`src/rtl/sramc_pkg.sv`:
```
package sramc_pkg;

  typedef enum logic [2:0] {
    S_IDLE,
    S_SETUP,
    S_READ,
    S_WRITE,
    S_HOLD
  } phase_e;

  // Control to datapath: capture enables plus registered pin levels.
  typedef struct packed {
    logic load;      // latch the request this edge
    logic sample;    // latch the memory word this edge
    logic ceN;
    logic oeN;
    logic weActive;  // write window open, lanes gated by mask
    logic drive;     // drive data toward memory
    logic done;
  } strobe_t;

endpackage

```
`src/rtl/sramc_ctrl.sv`:
```
module sramc_ctrl
  import sramc_pkg::*;
#(
  parameter int SETUP_CYC = 1,
  parameter int RD_CYC    = 2,
  parameter int WR_CYC    = 2
) (
  input  logic    clk,
  input  logic    rstN,
  input  logic    reqValid,
  input  logic    reqWrite,
  output logic    reqReady,
  output strobe_t ctl
);

  localparam int MAX1 = (SETUP_CYC > RD_CYC) ? SETUP_CYC : RD_CYC;
  localparam int MAXC = (MAX1 > WR_CYC) ? MAX1 : WR_CYC;
  localparam int CW   = $clog2(MAXC + 1);

  phase_e        phase, phaseNx;
  logic [CW-1:0] cnt, cntNx;
  logic          isWr, isWrNx;
  logic          ceNQ, oeNQ, weQ, driveQ, doneQ;

  always_comb begin
    phaseNx = phase;
    cntNx   = (cnt != '0) ? cnt - 1'b1 : cnt;
    isWrNx  = isWr;
    unique case (phase)
      S_IDLE: if (reqValid) begin
        phaseNx = S_SETUP;
        cntNx   = CW'(SETUP_CYC - 1);
        isWrNx  = reqWrite;
      end
      S_SETUP: if (cnt == '0) begin
        phaseNx = isWr ? S_WRITE : S_READ;
        cntNx   = isWr ? CW'(WR_CYC - 1) : CW'(RD_CYC - 1);
      end
      S_READ, S_WRITE: if (cnt == '0) phaseNx = S_HOLD;
      S_HOLD:  phaseNx = S_IDLE;
      default: phaseNx = S_IDLE;
    endcase
  end

  // Pin levels are registered from the next phase so the strobes
  // change only at clock edges and never glitch.
  always_ff @(posedge clk or negedge rstN) begin
    if (!rstN) begin
      phase  <= S_IDLE;
      cnt    <= '0;
      isWr   <= 1'b0;
      ceNQ   <= 1'b1;
      oeNQ   <= 1'b1;
      weQ    <= 1'b0;
      driveQ <= 1'b0;
      doneQ  <= 1'b0;
    end else begin
      phase  <= phaseNx;
      cnt    <= cntNx;
      isWr   <= isWrNx;
      ceNQ   <= (phaseNx == S_IDLE);
      oeNQ   <= (phaseNx != S_READ);
      weQ    <= (phaseNx == S_WRITE);
      driveQ <= isWrNx && (phaseNx != S_IDLE);
      doneQ  <= (phaseNx == S_HOLD);
    end
  end

  assign reqReady = (phase == S_IDLE);

  always_comb begin
    ctl.load     = (phase == S_IDLE) && reqValid;
    ctl.sample   = (phase == S_READ) && (cnt == '0);
    ctl.ceN      = ceNQ;
    ctl.oeN      = oeNQ;
    ctl.weActive = weQ;
    ctl.drive    = driveQ;
    ctl.done     = doneQ;
  end

  // read enable never overlaps our own drive or a write strobe
  a_r10_no_contention: assert property (@(posedge clk) disable iff (!rstN)
    !oeNQ |-> (!driveQ && !weQ));

  // any strobe activity happens inside a chip-select frame
  a_r8_strobe_framed: assert property (@(posedge clk) disable iff (!rstN)
    (!oeNQ || weQ) |-> !ceNQ);

  // a deselected chip has every strobe and the driver released
  a_r3_idle_release: assert property (@(posedge clk) disable iff (!rstN)
    ceNQ |-> (oeNQ && !weQ && !driveQ));

  // done is a single-cycle pulse
  a_r9_done_single: assert property (@(posedge clk) disable iff (!rstN)
    doneQ |=> !doneQ);

  // data stays driven in the cycle after the write strobe rises
  a_r6_data_hold: assert property (@(posedge clk) disable iff (!rstN)
    $fell(weQ) |-> (driveQ && !ceNQ));

endmodule

```
`src/rtl/sramc_dp.sv`:
```
module sramc_dp
  import sramc_pkg::*;
#(
  parameter int ADDR_W = 17,
  parameter int DATA_W = 32
) (
  input  logic                  clk,
  input  logic                  rstN,
  input  strobe_t               ctl,
  input  logic [ADDR_W-1:0]     reqAddr,
  input  logic [DATA_W-1:0]     reqWdata,
  input  logic [DATA_W/8-1:0]   reqByteEn,
  input  logic [DATA_W-1:0]     memDataIn,
  output logic [DATA_W-1:0]     rspRdata,
  output logic                  rspValid,
  output logic                  memCeN,
  output logic                  memOeN,
  output logic [DATA_W/8-1:0]   memWeN,
  output logic [ADDR_W-1:0]     memAddr,
  output logic [DATA_W-1:0]     memDataOut,
  output logic                  memDataOe
);

  localparam int LANES = DATA_W / 8;

  logic [ADDR_W-1:0] addrQ;
  logic [DATA_W-1:0] wdataQ, rdataQ;
  logic [LANES-1:0]  maskQ;

  always_ff @(posedge clk or negedge rstN) begin
    if (!rstN) begin
      addrQ  <= '0;
      wdataQ <= '0;
      maskQ  <= '0;
      rdataQ <= '0;
    end else begin
      if (ctl.load) begin
        addrQ  <= reqAddr;
        wdataQ <= reqWdata;
        maskQ  <= reqByteEn;
      end
      if (ctl.sample) rdataQ <= memDataIn;
    end
  end

  for (genvar g = 0; g < LANES; g++) begin : g_lane
    assign memWeN[g] = ~(ctl.weActive & maskQ[g]);
  end

  assign memCeN     = ctl.ceN;
  assign memOeN     = ctl.oeN;
  assign memAddr    = addrQ;
  assign memDataOut = wdataQ;
  assign memDataOe  = ctl.drive;
  assign rspRdata   = rdataQ;
  assign rspValid   = ctl.done;

  // address never moves while the chip stays selected
  a_r7_addr_hold: assert property (@(posedge clk) disable iff (!rstN)
    (!memCeN && $past(!memCeN)) |-> $stable(memAddr));

  // write word never moves while it is being driven
  a_r6_data_stable: assert property (@(posedge clk) disable iff (!rstN)
    (memDataOe && $past(memDataOe)) |-> $stable(memDataOut));

endmodule

```
`src/rtl/sram_async_ctl.sv`:
```
module sram_async_ctl #(
  parameter int ADDR_W    = 17,
  parameter int DATA_W    = 32,
  parameter int SETUP_CYC = 1,
  parameter int RD_CYC    = 2,
  parameter int WR_CYC    = 2
) (
  input  logic                clk,
  input  logic                rstN,
  input  logic                reqValid,
  input  logic                reqWrite,
  input  logic [ADDR_W-1:0]   reqAddr,
  input  logic [DATA_W-1:0]   reqWdata,
  input  logic [DATA_W/8-1:0] reqByteEn,
  output logic                reqReady,
  output logic                rspValid,
  output logic [DATA_W-1:0]   rspRdata,
  output logic                memCeN,
  output logic                memOeN,
  output logic [DATA_W/8-1:0] memWeN,
  output logic [ADDR_W-1:0]   memAddr,
  output logic [DATA_W-1:0]   memDataOut,
  output logic                memDataOe,
  input  logic [DATA_W-1:0]   memDataIn
);

  sramc_pkg::strobe_t ctl;

  sramc_ctrl #(
    .SETUP_CYC (SETUP_CYC),
    .RD_CYC    (RD_CYC),
    .WR_CYC    (WR_CYC)
  ) u_ctrl (
    .clk      (clk),
    .rstN     (rstN),
    .reqValid (reqValid),
    .reqWrite (reqWrite),
    .reqReady (reqReady),
    .ctl      (ctl)
  );

  sramc_dp #(
    .ADDR_W (ADDR_W),
    .DATA_W (DATA_W)
  ) u_dp (
    .clk        (clk),
    .rstN       (rstN),
    .ctl        (ctl),
    .reqAddr    (reqAddr),
    .reqWdata   (reqWdata),
    .reqByteEn  (reqByteEn),
    .memDataIn  (memDataIn),
    .rspRdata   (rspRdata),
    .rspValid   (rspValid),
    .memCeN     (memCeN),
    .memOeN     (memOeN),
    .memWeN     (memWeN),
    .memAddr    (memAddr),
    .memDataOut (memDataOut),
    .memDataOe  (memDataOe)
  );

endmodule

```
`config.mk`:
```
export PLATFORM = sky130hd
export DESIGN_NAME = sram_async_ctl
export DESIGN_NICKNAME = d
export VERILOG_FILES = /design/src/rtl/sramc_pkg.sv /design/src/rtl/sramc_ctrl.sv /design/src/rtl/sramc_dp.sv /design/src/rtl/sram_async_ctl.sv
export SDC_FILE = /design/constraint.sdc
export NUM_CORES = 1
export LEC_CHECK = 0
export CAP_MARGIN = 10
export CORE_ASPECT_RATIO = 0.6
export CORE_MARGIN = 1.5
export CORE_UTILIZATION = 38
export CTS_CLUSTER_SIZE = 16
export DETAILED_ROUTE_END_ITERATION = 10
export PLACE_DENSITY = 0.85
export SKIP_CTS_REPAIR_TIMING = 1
export SYNTH_ARGS = -nofsm -noshare
export SYNTH_HDL_FRONTEND = slang
export SYNTH_SLANG_ARGS = --single-unit
```
`constraint.sdc`:
```
create_clock -name clk -period 1.6 [get_ports clk]
set_input_delay 0.48 -clock clk [delete_from_list [all_inputs] [get_ports clk]]
set_output_delay 0.48 -clock clk [all_outputs]
set_load 0.005 [all_outputs]
```
==> impl_metrics.env <==
export IMPL_worstSetupPathType="flop to flop"
export IMPL_hold_viol=0
export IMPL_synth_area_leader_cell="dfrtp_1"
export IMPL_pre_cts_ws_ns=-0.288
export IMPL_cpMaxStageDelayCell="dfrtp_1"
export IMPL_maxCapViolations=0
export IMPL_synthCells=231
export IMPL_place_area_mm2=0.00592
export IMPL_syn_cell_area_mm2=0.00396
export IMPL_cts_tree="done"
export IMPL_die_area_mm2=0.0111
export IMPL_coreArea_mm2=0.00998
export IMPL_final_common_cell="dfrtp_1"
export IMPL_routed_wl_um=9950
export IMPL_antenna_cells=0
export IMPL_async_flop_share=1.00
export IMPL_grt_max_degree=47
export IMPL_cp_top_family="flip-flops"
export IMPL_required_ns=1.82
export IMPL_cts_path_max_buffers=2
export IMPL_power_total_mw=12.4
export IMPL_grt_ovfl_total=0
export IMPL_worstReg2RegStart="u_ctrl.phase[0]"
export IMPL_initial_core_util=0.396
export IMPL_status="finished with violations"
export IMPL_place_inst=546
export IMPL_ff_latch_area_mm2=0.00240
export IMPL_drcViolationCount=0
export IMPL_fmax_mhz=615
export IMPL_dr_pass1_iters=4
export IMPL_min_period_ns=1.63
export IMPL_path_buf_inv=2
export IMPL_final_area_mm2=0.00661
export IMPL_nFillCells=704
export IMPL_violations="setup timing"
export IMPL_clkSlewWorstSetupHoldPaths_ns=0.06
export IMPL_critPathArrivalTime_ns=1.84
export IMPL_synth_edf_count=0
export IMPL_drive_gt1_frac=0.311
export IMPL_finalSetupTns_ns=-0.354
export IMPL_finalNetCount=528
export IMPL_min_path_type="flop to flop"
export IMPL_ys_seq_area_frac=0.607
export IMPL_wl_per_cell_um=17.2
export IMPL_finalCritPeriodShare=1.02
export IMPL_die_w_um=135
export IMPL_crit_fanout=32
export IMPL_synth_seq_cells=96
export IMPL_floorplan_rows=28
export IMPL_htreeDepth=3
export IMPL_ios=179
export IMPL_port_buffer_count=178
export IMPL_layout_cells_non_filler=579
export IMPL_dp_hpwl_um=7240
export IMPL_grt_antenna_before_repair=0
export IMPL_post_route_util=0.662
export IMPL_grt_pass1_wl_um=14400
export IMPL_cts_buffers=9
export IMPL_setup_ws_ns=-0.0254
export IMPL_layout_common_cells="dfrtp_1 (94), dlymetal6s2s_1 (90), clkdlybuf4s50_1 (87)"
export IMPL_track_usage=0.177
export IMPL_finalSetupViolCount=28
export IMPL_synth_area_per_cell_um2=17.1
export IMPL_gp_congestion=0.760
export IMPL_slew_viol_final=0
export IMPL_worstSetupStartpoint="u_ctrl.phase[0]"
export IMPL_setup_worst_path_start_class="flop"
export IMPL_vias=2719
export IMPL_min_from="u_dp.rspRdata[7]"
export IMPL_p_per_area_mw_per_mm2=1870
export IMPL_cts_root_buf="clkbuf_16"
export IMPL_die_height_um=82.1
export IMPL_hold_slack_ns=0.485
export IMPL_fin_worst_skew_ns=0.00632
export IMPL_synth_main_ff_cell="dfrtp_1"
export IMPL_relSlewSlack=0.823
export IMPL_grt_setup_unrepaired="true"
export IMPL_synthToLayoutAreaGrowth_pct=66.9
export IMPL_ys_top_cells_by_area="dfrtp_1 (59%), mux2_4 (19%), mux2_2 (9.1%)"
export IMPL_worst_pin_slew_ns=0.264
export IMPL_ys_warn_count=0
export IMPL_cts_sinks=96
export IMPL_cp_slowest_stage_delay_ns=0.41
export IMPL_multi_input_area_mm2=0.00138
export IMPL_synth_fp_nets=320
export IMPL_cp_cell_sequence="buf_4 > nand2b_4 > nor4_4 > buf_12 > mux2_2"
export IMPL_drtIter0Drc=58
export IMPL_yosysTopAreaCellShare=0.594
export IMPL_postRouteAntennaNets=0
export IMPL_viasPerCell=4.70
export IMPL_leakage_nw=3.55
export IMPL_grt_pass1_vias=2753
export IMPL_post_synth_num_cell_types=30
export IMPL_peakVddDrop_mv=1.11
export IMPL_clkLatencyLatePin_ns=0.34
export IMPL_worstSetupEndpointType="flop"
where the power goes:
part | switching (mW) | internal [mW] | total, mW | leakage (nW)
sequential | 0.671 | 3.68 | 4.35 | 1.13
combinational | 1.81 | 3.91 | 5.72 | 2.26
clock | 0.904 | 1.42 | 2.32 | 0.155
total | 3.39 | 9.00 | 12.4 | 3.55
cells by family after synthesis:
family	Yosys count	synth area share
AO/OA/AOI/OAI	9	0.0123
buffers and inverters	14	0.0436
flip-flops	96	0.607
multiplexers	87	0.294
AND/OR/NAND/NOR	25	0.0430
flip-flops by register name, indices dropped and copies added (netlist names):
signal / count
u_ctrl.cnt: 2
u_ctrl.isWr: 1
u_dp.maskQ: 4
u_ctrl.doneQ: 1
u_ctrl.driveQ: 1
u_ctrl.oeNQ: 1
u_ctrl.phase: 3
u_dp.memDataOut: 32
u_dp.rspRdata: 32
u_ctrl.ceNQ: 1
u_ctrl.weQ: 1
u_dp.memAddr: 17
routing by layer:
layer,up-vias,share of wire,GRT usage
li1,1223,-,-
met1,1361,0.42,0.212
met2,126,0.46,0.284
met3,9,0.10,0.0827
met4,0,0.011,0.0581
met5,-,0,0
cells in the mapped netlist, types with 2 or more instances:
| library cell | count |
|---|---|
| buf_12 | 5 |
| mux2_4 | 49 |
| clkbuf_1 | 3 |
| mux2_1 | 5 |
| nor4b_1 | 2 |
| dfstp_2 | 2 |
| a21oi_1 | 4 |
| nand2_1 | 5 |
| buf_6 | 5 |
| mux2_2 | 32 |
| dfrtp_1 | 94 |
| o21ai_0 | 3 |
| nor2_1 | 5 |
layout make-up:
type,instances,area share
clock inverter,6,0.0140
clock buffer,10,0.0362
multi-input combinational,121,0.209
timing repair buffer,211,0.351
sequential,96,0.364
tap,135,0.0256
final timing paths:
check                           depth (start not counted)           endpoint  slack, ns
worst max-delay path                                    5  u_dp.rspRdata[13]      -0.03
worst min-delay path                                    1   u_dp.rspRdata[7]       0.48
worst max register to register                          5  u_dp.rspRdata[13]      -0.03
worst min register to register                          1   u_dp.rspRdata[7]       0.48
max in group asynchronous                               3        u_ctrl.oeNQ       0.59
min in group asynchronous                               2  u_dp.rspRdata[16]       0.51
No activity file was read; power rests on OpenSTA's default activity.
